**config.mk**
```make
export PLATFORM = sky130hd
export DESIGN_NAME = pwm_out_cond
export DESIGN_NICKNAME = d
export VERILOG_FILES = /design/src/rtl/pwm_cond_pkg.sv /design/src/rtl/pwm_fault_filter.sv /design/src/rtl/pwm_fault_latch.sv /design/src/rtl/pwm_out_lane.sv /design/src/rtl/pwm_out_cond.sv
export SDC_FILE = /design/constraint.sdc
export NUM_CORES = 1
export LEC_CHECK = 0
export CORE_MARGIN = 5
export CORE_UTILIZATION = 38
export CTS_CLUSTER_DIAMETER = 200
export DETAILED_ROUTE_END_ITERATION = 8
export HOLD_SLACK_MARGIN = 0.12
export PLACE_DENSITY = 0.81
export SYNTH_ARGS = -nofsm -noshare
export SYNTH_HDL_FRONTEND = slang
export SYNTH_SLANG_ARGS = --single-unit
export TNS_END_PERCENT = 50
```
**constraint.sdc**
```tcl
create_clock -name clk -period 1.73 [get_ports clk]
set_input_delay 0.346 -clock clk [delete_from_list [all_inputs] [get_ports clk]]
set_output_delay 0.346 -clock clk [all_outputs]
set_load 0.01 [all_outputs]
```
**src/rtl/pwm_cond_pkg.sv**
```systemverilog
package pwm_cond_pkg;
   // per-signal output configuration
   typedef struct packed {
      logic en;
      logic fsel;
      logic fval;
      logic inv;
   } lane_cfg_t;

   localparam int unsigned SIG_PER_GEN = 2;
endpackage

```
**src/rtl/pwm_fault_filter.sv**
```systemverilog
module pwm_fault_filter #(
   parameter int unsigned FILT_W     = 4,
   parameter bit          HAS_FILTER = 1'b1
) (
   input  logic              clk,
   input  logic              rst_n,
   input  logic              pin,
   input  logic              pol,
   input  logic [FILT_W-1:0] len,
   output logic              filt
);
   logic active;
   assign active = (pin == pol);

   generate
      if (HAS_FILTER) begin : g_filt
         logic [FILT_W-1:0] cnt;
         always_ff @(posedge clk) begin
            if (!rst_n) begin
               cnt  <= '0;
               filt <= 1'b0;
            end else if (!active) begin
               cnt  <= '0;
               filt <= 1'b0;
            end else if (cnt >= len) begin
               filt <= 1'b1;
            end else begin
               cnt <= cnt + 1'b1;
            end
         end
      end else begin : g_direct
         always_ff @(posedge clk) begin
            if (!rst_n) filt <= 1'b0;
            else        filt <= active;
         end
      end
   endgenerate

   // a recognised fault implies the level was active at the last edge
   a_r6_level_held: assert property (@(posedge clk) disable iff (!rst_n)
      filt |-> $past(pin == pol));
endmodule

```
**src/rtl/pwm_fault_latch.sv**
```systemverilog
module pwm_fault_latch (
   input  logic clk,
   input  logic rst_n,
   input  logic filt,
   input  logic pin_en,
   input  logic stall,
   input  logic stall_en,
   input  logic trig,
   input  logic trig_en,
   input  logic clr,
   output logic stat
);
   logic raw;
   assign raw = (filt & pin_en) | (stall & stall_en) | (trig & trig_en);

   always_ff @(posedge clk) begin
      if (!rst_n) stat <= 1'b0;
      else        stat <= (stat & ~clr) | raw;
   end

   a_r8_sticky: assert property (@(posedge clk) disable iff (!rst_n)
      (stat && !clr) |=> stat);
   a_r7_stall_sets: assert property (@(posedge clk) disable iff (!rst_n)
      (stall && stall_en) |=> stat);
   a_r7_trig_sets: assert property (@(posedge clk) disable iff (!rst_n)
      (trig && trig_en) |=> stat);
endmodule

```
**src/rtl/pwm_out_lane.sv**
```systemverilog
module pwm_out_lane
   import pwm_cond_pkg::*;
(
   input  lane_cfg_t cfg,
   input  logic      pwm,
   input  logic      fault,
   output logic      pin
);
   logic subst;
   always_comb begin
      subst = (fault && cfg.fsel) ? cfg.fval : pwm;
      pin   = cfg.en ? (subst ^ cfg.inv) : 1'b0;
   end
endmodule

```
**src/rtl/pwm_out_cond.sv**
```systemverilog
module pwm_out_cond
   import pwm_cond_pkg::*;
#(
   parameter int unsigned NUM_GEN    = 4,
   parameter int unsigned FILT_W     = 4,
   parameter bit          HAS_FILTER = 1'b1,
   localparam int unsigned NUM_SIG   = NUM_GEN * SIG_PER_GEN
) (
   input  logic                      clk,
   input  logic                      rst_n,
   input  logic [NUM_SIG-1:0]        pwm_in,
   input  logic [NUM_GEN-1:0]        fault_pin,
   input  logic [NUM_GEN-1:0]        fault_pol,
   input  logic [NUM_GEN*FILT_W-1:0] filt_len,
   input  logic [NUM_GEN-1:0]        pin_en,
   input  logic                      dbg_stall,
   input  logic [NUM_GEN-1:0]        stall_en,
   input  logic [NUM_GEN-1:0]        cmp_trig,
   input  logic [NUM_GEN-1:0]        cmp_en,
   input  logic [NUM_GEN-1:0]        fault_clr,
   input  logic [NUM_SIG-1:0]        out_en,
   input  logic [NUM_SIG-1:0]        fault_sel,
   input  logic [NUM_SIG-1:0]        fault_val,
   input  logic [NUM_SIG-1:0]        out_inv,
   output logic [NUM_SIG-1:0]        pin_out,
   output logic [NUM_GEN-1:0]        fault_stat
);
   generate
      if (NUM_GEN < 1)  begin : g_bad_gen  $error("NUM_GEN must be at least 1");  end
      if (FILT_W < 1)   begin : g_bad_filt $error("FILT_W must be at least 1");   end
   endgenerate

   logic [NUM_GEN-1:0] filt;

   for (genvar g = 0; g < NUM_GEN; g++) begin : g_gen
      pwm_fault_filter #(.FILT_W(FILT_W), .HAS_FILTER(HAS_FILTER)) u_filt (
         .clk (clk),
         .rst_n (rst_n),
         .pin (fault_pin[g]),
         .pol (fault_pol[g]),
         .len (filt_len[g*FILT_W +: FILT_W]),
         .filt (filt[g])
      );
      pwm_fault_latch u_latch (
         .clk (clk),
         .rst_n (rst_n),
         .filt (filt[g]),
         .pin_en (pin_en[g]),
         .stall (dbg_stall),
         .stall_en (stall_en[g]),
         .trig (cmp_trig[g]),
         .trig_en (cmp_en[g]),
         .clr (fault_clr[g]),
         .stat (fault_stat[g])
      );
      // filtered pin fault forces outputs one edge later
      a_r9_pin_to_stat: assert property (@(posedge clk) disable iff (!rst_n)
         (filt[g] && pin_en[g]) |=> fault_stat[g]);
   end

   for (genvar i = 0; i < NUM_SIG; i++) begin : g_sig
      lane_cfg_t cfg;
      assign cfg = '{en: out_en[i], fsel: fault_sel[i], fval: fault_val[i], inv: out_inv[i]};
      pwm_out_lane u_lane (
         .cfg (cfg),
         .pwm (pwm_in[i]),
         .fault (fault_stat[i/SIG_PER_GEN]),
         .pin (pin_out[i])
      );
      a_r1_disabled_low: assert property (@(posedge clk) disable iff (!rst_n)
         !out_en[i] |-> !pin_out[i]);
      a_r2_safe_value: assert property (@(posedge clk) disable iff (!rst_n)
         (out_en[i] && fault_sel[i] && fault_stat[i/SIG_PER_GEN])
            |-> (pin_out[i] == (fault_val[i] ^ out_inv[i])));
   end
endmodule

```
==> results.py, run 1 <==
metrics = {
    "outcome": {
        "status": "completed",
    },
    "global_route": {
        "grt_pass1_vias": 1650,
        "grt_pass1_wl_um": 7355,
        "track_usage_pct": 14.60,
        "antenna_found_initial": 0,
        "grt_max_degree": 15,
        "grt_overflow_total": 0,
    },
    "sta": {
        "finalHoldViolCount": 0,
        "tightest_slew_ps": 348.0,
        "finalMaxSlewViolations": 0,
        "finalClockSkew_ps": 1.313,
        "setup_viol": 0,
        "period_needed_ps": 1711,
        "clock.fmax_mhz": 584.5,
        "hold_slack_ps": 473.5,
        "timing.final.crit_share_pct": 98.89,
        "maxSlewHeadroom_pct": 76.73,
        "rsz0062_at_grt": "true",
    },
    "setup_path": {
        "worstPathRequired_ps": 1380,
        "cp_top_family": "buffers and inverters",
        "crit_chain": "clkdlybuf4s50_1 -> mux2i_1 -> xnor2_1 -> and2_1 -> buf_2",
        "cp-end-kind": "primary output",
        "cpPeakStageDelay_ps": 420,
        "start_kind": "input port",
        "path_class": "input port to primary output",
        "crit_fanout": 1,
        "path_buf_inv": 2,
        "worstPathArrival_ps": 1360,
        "slowest_stage": "clkdlybuf4s50_1",
    },
    "floorplan": {
        "die_h_um": 76.99,
        "die_x_um": 76.99,
        "io_pins": 99,
        "dieArea_sq_um": 5927,
        "initial_core_util_pct": 39.17,
        "core_region_area_sq_um": 4354,
        "fp-row-count": 24,
    },
    "routing": {
        "first_pass_iters": 4,
        "routed_wl_um": 4682,
        "wl_met3_um": 408,
        "wl_met2_um": 2459,
        "detail_route.wl_per_cell_um": 13.30,
        "routed.top_layer": "met3",
        "drt_iter0_markers": 26,
        "via_per_inst": 4.793,
        "route.vias.total": 1687,
        "route.detailed.drc": 0,
        "ant_nets": 0,
        "drt-met1-wl_um": 1815,
    },
    "synthesis": {
        "synthesis.area_sq_um": 1705,
        "synth_top_area_share_pct": 28.17,
        "synthCells": 196,
        "syn_avg_cell_area_sq_um": 8.701,
        "yosysWarnings": 0,
        "yosysSeqAreaShare_pct": 28.17,
        "synth_cell_type_count": 20,
        "synth_nets": 303,
        "ys_top_cells_by_area": "dfxtp_1 (28%), ha_1 (15%), xnor2_1 (8.2%)",
        "yosysTopAreaCell": "dfxtp_1",
        "ys_ff_latch": 24,
    },
    "placement": {
        "dp.cells": 346,
        "numPortBuffers": 98,
        "dp_hpwl_um": 3977,
        "routabilityCongestion": 0.7781,
    },
    "cts": {
        "numClockSinks": 24,
        "htree_levels": 1,
        "cts_buffers": 3,
        "cts-root-buf": "clkbuf_8",
        "clkTransAtPathRegs_ps": 80,
        "cts_tree": "built",
        "clk-insertion-delay-late_ps": 260,
        "clk_path_buf_depth": 2,
    },
    "final_layout": {
        "n_antenna_cell": 0,
        "mostFrequentLayoutCell": "clkdlybuf4s50_1",
        "fillCellCount": 378,
        "drive_above_1_share_pct": 15.67,
        "layout_common_cells": "clkdlybuf4s50_1 (77), inv_1 (20), nor2_1 (20), dfxtp_1 (20)",
        "seq_area_sq_um": 485.5,
        "fin_nets": 408,
        "multi_input_area_sq_um": 1124,
        "finalNonFillerCells": 352,
        "area_growth_pct": 69.55,
    },
    "power_and_ir_drop": {
        "comb_power_share_pct": 31.5,
        "intPower_mw": 1.212,
        "p_switching_uw": 366.7,
        "p_per_area_nw_per_um2": 546.0,
        "power.sequential.fraction_pct": 38.3,
        "sw_frac_of_total_pct": 23.23,
        "power.share.clock_pct": 30.2,
        "leakage_nw": 1.302,
        "vdd_drop_max_uv": 850.8,
        "power_mw": 1.579,
    },
    "worst_hold_path": {
        "hp-class": "register to register",
    },
    "job": {
        "cap_viol_max_count": 0,
    },
}
==> power groups by stage <==
stage | Clock, mW | Sequential (mW) | Combinational, mW
finish | 0.478 | 0.605 | 0.497
floorplan | 0 | 0.609 | 0.235
detailed placement | 0 | 0.615 | 0.507
CTS | 0.491 | 0.602 | 0.489
global route | 0.520 | 0.609 | 0.546
global placement | 0 | 0.614 | 0.494
==> final timing paths <==
path	end	slack [ps]	cells after the start	startpoint
worst min register to register	g_gen[2].u_filt.filt	470	2	g_gen[2].u_filt.filt
worst min-delay path	g_gen[2].u_filt.filt	470	2	g_gen[2].u_filt.filt
worst max-delay path	pin_out[6]	20	5	pwm_in[6]
worst max register to register	g_gen[2].u_filt.g_filt.cnt[3]	150	6	g_gen[2].u_filt.g_filt.cnt[0]
==> cell usage after synthesis <==
library cell   n
inv_1         20
xnor2_1       16
ha_1          20
a21oi_2        1
o21ai_2        4
or3_1          4
and2_1         8
o21ai_0        4
a21boi_0       4
nand2_1       12
mux2i_1       12
a22oi_1        8
a21oi_1        7
nand3_1        4
o211ai_1       8
buf_4         12
nor2_1        20
dfxtp_1       24
xor2_1         4
nor3b_2        4
==> flip-flops by register name, indices dropped and copies added, names as in the netlist <==
name	count
g_gen.u_latch.stat	4
g_gen.u_filt.filt	4
g_gen.u_filt.g_filt.cnt	16
==> metrics by stage <==
step           worst slack, ps  TNS, ps  util [%]  area, sq um
6_report                 19.14        0     66.41         2892
5_1_grt                 -31.86   -65.36     66.41         2892
4_1_cts                 -38.84   -117.4     63.94         2784
3_5_place_dp            -514.9    -7683     63.19         2751
3_3_place_gp            -490.2    -6858     63.19         2751
2_1_floorplan            190.6        0         -         1705
==> kinds of logic (layout without fill, tap and decap cells) <==
family	Yosys count	in the layout	share of synthesized area (%)
buffers and inverters	32	136	9.685
muxes	12	12	7.044
and+or+nand+nor	52	52	15.55
adders and majority gates	20	20	14.67
AOI/OAI and AO/OA	36	36	14.60
xor gates and xnor gates	20	20	10.27
DFF	24	24	28.17
==> worst register-to-register path: stages (launching register included) <==
cell and delay, ps:
dfxtp_1 370, inv_1 90, ha_1 290, nor3b_2 260
o21ai_2 80, or3_1 310, a21oi_1 120
==> metal layers <==
metal / GRT usage, % / vias to the layer above
li1: - / 867
met1: 16.30 / 760
met2: 27.59 / 60
met3: 5.386 / 0
met4: 0.5155 / 0
met5: 0 / -
==> repair_timing <==
action / CTS / global route
hold buffers: 0 / 0
pin swaps: 15 / 29
resized for setup: 39 / 25
buffers inserted: 0 / 2
endpoints found under the setup margin: 11 / 17
==> layout make-up <==
class | count | share of cell area [%]
well taps | 52 | 2.250
multi-input cells | 140 | 38.86
clock inverters | 1 | 1.039
clock buffers | 3 | 1.428
inverters | 20 | 2.596
repair buffers | 112 | 37.04
flip-flops and latches | 24 | 16.79
Note: power is estimated with default switching activity, not from simulation.
==> run 2, diff against run 1 <==
ABC_CLOCK_PERIOD_IN_PS = 2100   (was not set)
CORE_UTILIZATION = 41   (was 38)
PLACE_DENSITY = 0.95   (was 0.81)
clock period = 2.1 ns   (was 1.73 ns; I/O delays follow)
==> run 2 against run 1 <==
Register-to-register slack gained 290 ps. Largest cell class unchanged. Setup slack gained 27 ps. Cell count shrank 3.4%. Non-clock buffer count shrank 10. Design area shrank 5.3%. Via count shrank 2.4%. Flip-flop and latch count is the same. First-iteration DRC count grew 62%. Global-route usage grew 1.4 points. Core utilization grew 1.6 points. Combinational power shrank 21%.
==> results.py, run 2 (synthesis gave the netlist of run 1 again) <==
metrics = {
    "global_route": {
        "grt_overflow_total": 0,
        "antenna_found_initial": 0,
        "grt_pass1_vias": 1689,
        "grt_max_degree": 15,
        "track_usage_pct": 15.99,
        "grt_pass1_wl_um": 6962,
    },
    "cts": {
        "numClockSinks": 24,
        "cts_tree": "built",
        "clkTransAtPathRegs_ps": 80,
        "clk-insertion-delay-late_ps": 260,
        "htree_levels": 1,
        "post-cts-setup-buffer-count": 0,
        "clk_path_buf_depth": 2,
        "cts-root-buf": "clkbuf_8",
        "cts_hold_buf": 0,
        "cts_buffers": 3,
    },
    "power_and_ir_drop": {
        "leakage_nw": 1.180,
        "p_per_area_nw_per_um2": 468.9,
        "power.share.clock_pct": 30.8,
        "vdd_drop_max_uv": 307.9,
        "intPower_uw": 988.5,
        "comb_power_share_pct": 30.6,
        "p_switching_uw": 295.8,
        "power.sequential.fraction_pct": 38.7,
        "sw_frac_of_total_pct": 23.03,
    },
    "final_layout": {
        "finalNonFillerCells": 340,
        "layout_common_cells": "clkdlybuf4s50_1 (90), dfxtp_1 (24), inv_1 (20), nor2_1 (20), ha_1 (20)",
        "fillCellCount": 339,
        "mostFrequentLayoutCell": "clkdlybuf4s50_1",
        "n_antenna_cell": 0,
        "utilization_pct": 67.98,
        "final_area_sq_um": 2739,
        "fin_nets": 398,
        "drive_above_1_share_pct": 7.241,
        "layout_top_registers": "g_gen.u_filt.g_filt.cnt: 16 flops, g_gen.u_filt.filt: 4 flops, g_gen.u_latch.stat: 4 flops",
        "largest_reg_flops": 16,
        "top_register": "g_gen.u_filt.g_filt.cnt",
        "area_growth_pct": 60.60,
    },
    "setup_path": {
        "path_buf_inv": 2,
        "slowest_stage": "clkdlybuf4s50_1",
        "critical_path_cell_count": 6,
        "start_kind": "input port",
        "crit_fanout": 1,
        "cp-end-kind": "primary output",
        "crit_chain": "clkdlybuf4s50_1 -> nand2_1 -> mux2i_1 -> xnor2_1 -> and2_1 -> dlygate4sd2_1",
        "path_class": "input port to primary output",
        "rr_worst_depth": 6,
        "worstPathArrival_ps": 1630,
        "worstPathRequired_ps": 1680,
        "cpPeakStageDelay_ps": 450,
        "cp_top_family": "buffers and inverters",
    },
    "sta": {
        "finalClockSkew_ps": 2.065,
        "clock.fmax_mhz": 486.9,
        "tightest_slew_ps": 327.2,
        "maxSlewHeadroom_pct": 78.12,
        "finalMaxSlewViolations": 0,
        "rsz0062_at_grt": "false",
        "period_needed_ps": 2054,
        "finalHoldViolCount": 0,
        "setup_viol": 0,
        "timing.final.crit_share_pct": 97.79,
    },
    "floorplan": {
        "die_h_um": 74.50,
        "initial_core_util_pct": 42.33,
        "fp-row-count": 23,
        "die_x_um": 74.50,
        "core_region_area_sq_um": 4029,
        "dieArea_sq_um": 5550,
        "io_pins": 99,
    },
    "placement": {
        "dp_hpwl_um": 4034,
        "place_area_sq_um": 2689,
        "routabilityCongestion": 0.7954,
        "numPortBuffers": 98,
        "dp.cells": 336,
    },
    "routing": {
        "via_per_inst": 4.841,
        "route.vias.total": 1646,
        "drt_iter0_markers": 42,
        "detail_route.wl_per_cell_um": 13.31,
        "ant_nets": 0,
        "routed_wl_um": 4525,
        "route.detailed.drc": 0,
        "first_pass_iters": 4,
    },
    "job": {
        "cap_viol_max_count": 0,
    },
    "outcome": {
        "status": "completed",
    },
    "worst_hold_path": {
        "hp-class": "register to register",
        "whs_path_depth": 2,
    },
}
run 2: cell types whose count changed in the layout (fill, tap and decap cells not counted), sizes merged:
cell	previous run	this run
buf	22	4
clkbuf	3	7
clkdlybuf4s15	0	3
clkdlybuf4s50	77	90
dlygate4sd2	5	1
dlymetal6s2s	8	0
run 2: area by class of cell:
type | instances | area (sq um) | area share, %
multi-input cells | 140 | 1060 | 38.69
repair buffers | 102 | 989.7 | 36.14
flip-flops and latches | 24 | 480.5 | 17.54
inverters | 20 | 75.07 | 2.741
well taps | 50 | 62.56 | 2.284
clock buffers | 3 | 41.29 | 1.508
clock inverters | 1 | 30.03 | 1.096
run 2: metal layers:
layer  wire length (um)  GRT usage [%]  vias to the layer above  share of wire (%)
met5                  0              0                        -                  0
met1               1497          14.47                      725                 33
met4                 38          4.545                        0               0.84
li1                   -              -                      844                  -
met2               2468          33.37                       71                 55
met3                521          4.595                        6                 12
run 2: path summary, 6_finish.rpt:
path,startpoint,slack [ps],endpoint
worst min-delay path,g_gen[3].u_filt.filt,480,g_gen[3].u_filt.filt
worst max register to register,g_gen[2].u_filt.g_filt.cnt[0],440,g_gen[2].u_filt.g_filt.cnt[3]
worst max-delay path,fault_sel[0],50,pin_out[0]
worst min register to register,g_gen[3].u_filt.filt,480,g_gen[3].u_filt.filt
run 2: power by group through the flow:
stage	Sequential, mW	Clock [mW]	Combinational (mW)
after floorplan	0.501	0	0.193
after global placement	0.506	0	0.392
after detailed placement	0.507	0	0.408
after CTS	0.496	0.407	0.400
after global routing	0.500	0.422	0.432
final	0.497	0.395	0.393
run 2: worst register-to-register path, stage by stage, from the launching register on:
cell and delay [ps]:
dfxtp_1 380, inv_1 90, ha_1 290, nor3b_2 240
o21ai_2 100, or3_1 350, a21oi_1 150
run 2: what timing repair did:
item / in CTS / in global routing
setup endpoints to repair: 8 / 7
gates cloned: 0 / 0
resized for setup: 10 / 9
run 2: metrics by stage:
step | setup slack (ps) | hold WS (ps) | power, mW | setup TNS, ps
finish | 46.35 | 480.0 | 1.284 | 0
floorplan | 504.4 | 441.2 | 0.6947 | 0
detailed placement | -286.7 | 464.1 | 0.9149 | -2040
global route | 4.297 | 515.3 | 1.355 | 0
global placement | -229.4 | 452.2 | 0.8985 | -1689
CTS | 11.19 | 484.4 | 1.304 | 0
==> run 3, diff against run 2 <==
RECOVER_POWER = 100   (was not set)
==> run 3 against run 2 <==
Count of clock-buffer cells in the layout unchanged. Register-to-register slack lost 30 ps. Core utilization is 0.75 points lower. Die area stayed put. Cell count did not move. Critical path depth stayed put. Non-clock buffer count is the same. Sequential power hardly changed.
==> results.py, run 3 (synthesis gave the netlist of run 1 again) <==
metrics = {
    "outcome": {
        "status": "completed",
    },
    "floorplan": {
        "initial_core_util_pct": 42.33,
        "dieArea_sq_um": 5550,
        "die_h_um": 74.50,
        "fp-row-count": 23,
        "io_pins": 99,
        "core_region_area_sq_um": 4029,
        "die_x_um": 74.50,
    },
    "final_layout": {
        "drive_above_1_share_pct": 4.483,
        "area_growth_pct": 58.84,
        "largest_reg_flops": 16,
        "layout_top_registers": "g_gen.u_filt.g_filt.cnt: 16 flops, g_gen.u_filt.filt: 4 flops, g_gen.u_latch.stat: 4 flops",
        "finalNonFillerCells": 340,
        "fillCellCount": 348,
        "layout_common_cells": "clkdlybuf4s50_1 (81), dfxtp_1 (24), inv_1 (20), nor2_1 (20), ha_1 (20)",
        "top_register": "g_gen.u_filt.g_filt.cnt",
        "fin_nets": 398,
        "mostFrequentLayoutCell": "clkdlybuf4s50_1",
        "n_antenna_cell": 0,
    },
    "placement": {
        "routabilityCongestion": 0.7954,
        "dp_hpwl_um": 4034,
        "dp.cells": 336,
        "place_worst_setup_slack_ps": -286.7,
        "numPortBuffers": 98,
    },
    "routing": {
        "via_per_inst": 4.829,
        "first_pass_iters": 4,
        "routed_wl_um": 4530,
        "detail_route.wl_per_cell_um": 13.32,
        "route.detailed.drc": 0,
        "drt_iter0_markers": 53,
        "ant_nets": 0,
        "route.vias.total": 1642,
    },
    "cts": {
        "clkTransAtPathRegs_ps": 80,
        "clk_path_buf_depth": 2,
        "numClockSinks": 24,
        "htree_levels": 1,
        "clk-insertion-delay-late_ps": 260,
        "cts_tree": "built",
        "cts-root-buf": "clkbuf_8",
        "cts_buffers": 3,
        "post-cts-setup-buffer-count": 0,
    },
    "global_route": {
        "track_usage_pct": 15.99,
        "antenna_found_initial": 0,
        "grt_pass1_vias": 1689,
        "grt_max_degree": 15,
        "grt_overflow_total": 0,
        "grt_pass1_wl_um": 6962,
    },
    "sta": {
        "setup_viol": 0,
        "finalClockSkew_ps": 1.036,
        "maxSlewHeadroom_pct": 77.83,
        "clock.fmax_mhz": 487.0,
        "tns_ps": 0,
        "finalMaxSlewViolations": 0,
        "finalHoldViolCount": 0,
        "tightest_slew_ps": 331.5,
        "period_needed_ps": 2053,
        "timing.final.crit_share_pct": 97.78,
        "worst_slack_ps": 46.72,
        "rsz0062_at_grt": "false",
    },
    "power_and_ir_drop": {
        "intPower_uw": 977.9,
        "leakage_nw": 1.161,
        "power_mw": 1.271,
        "comb_power_share_pct": 29.8,
        "vdd_drop_max_uv": 307.4,
        "p_switching_uw": 293.2,
        "power.sequential.fraction_pct": 39.0,
        "sw_frac_of_total_pct": 23.06,
        "power.share.clock_pct": 31.1,
        "p_per_area_nw_per_um2": 469.2,
    },
    "setup_path": {
        "start_kind": "input port",
        "worstPathArrival_ps": 1630,
        "path_class": "input port to primary output",
        "crit_fanout": 1,
        "cp-end-kind": "primary output",
        "worstPathRequired_ps": 1680,
    },
    "job": {
        "cap_viol_max_count": 0,
    },
    "worst_hold_path": {
        "hp-class": "register to register",
    },
}
## run 3: cell type report
class | count | area [sq um] | area share (%)
Sequential cell | 24 | 480.5 | 17.74
Inverter | 20 | 75.07 | 2.771
Timing Repair Buffer | 102 | 974.7 | 35.98
Clock inverter | 1 | 30.03 | 1.109
Tap cell | 50 | 62.56 | 2.309
Clock buffer | 3 | 41.29 | 1.524
Multi-Input combinational cell | 140 | 1045 | 38.57
## run 3: final timing paths
kind	from	end	slack, ps	depth (start not counted)
setup / recovery	fault_sel[0]	pin_out[0]	50	6
hold / removal	g_gen[3].u_filt.filt	g_gen[3].u_filt.filt	480	2
setup reg to reg	g_gen[2].u_filt.g_filt.cnt[0]	g_gen[2].u_filt.g_filt.cnt[3]	410	6
hold reg to reg	g_gen[3].u_filt.filt	g_gen[3].u_filt.filt	480	2
## run 3: worst max-delay path, cell delays in order
cell and delay [ps]:
clkdlybuf4s50_1 450, nand2_1 60, mux2i_1 180, xnor2_1 130
and2_1 130, dlygate4sd2_1 260
## run 3: metrics by stage
stage	instance area [sq um]	util, %	hold slack, ps
after floorplan	1705	-	441.2
after global placement	2689	66.74	452.2
after detailed placement	2689	66.74	464.1
after CTS	2753	68.32	484.4
after global routing	2709	67.24	515.4
final	2709	67.24	481.6
## run 3: timing repair
action                     CTS  global route
hold endpoints to repair     0             0
setup endpoints to repair    8             7
cloned                       0             0
hold buffers                 0             0
gates resized for setup     10             9
## run 3: layer usage
metal	part of all wire [%]	track usage [%]	up-vias
li1	-	-	844
met4	0.84	4.545	0
met2	54	33.37	66
met3	11	4.595	6
met5	0	0	-
met1	34	14.47	726
## run 3: power by group through the flow
stage                     clock (mW)  combinational, mW  sequential (mW)
after floorplan                    0              0.193            0.501
after global placement             0              0.392            0.506
after detailed placement           0              0.408            0.507
after CTS                      0.407              0.400            0.496
after global routing           0.422              0.418            0.500
final                          0.396              0.379            0.496
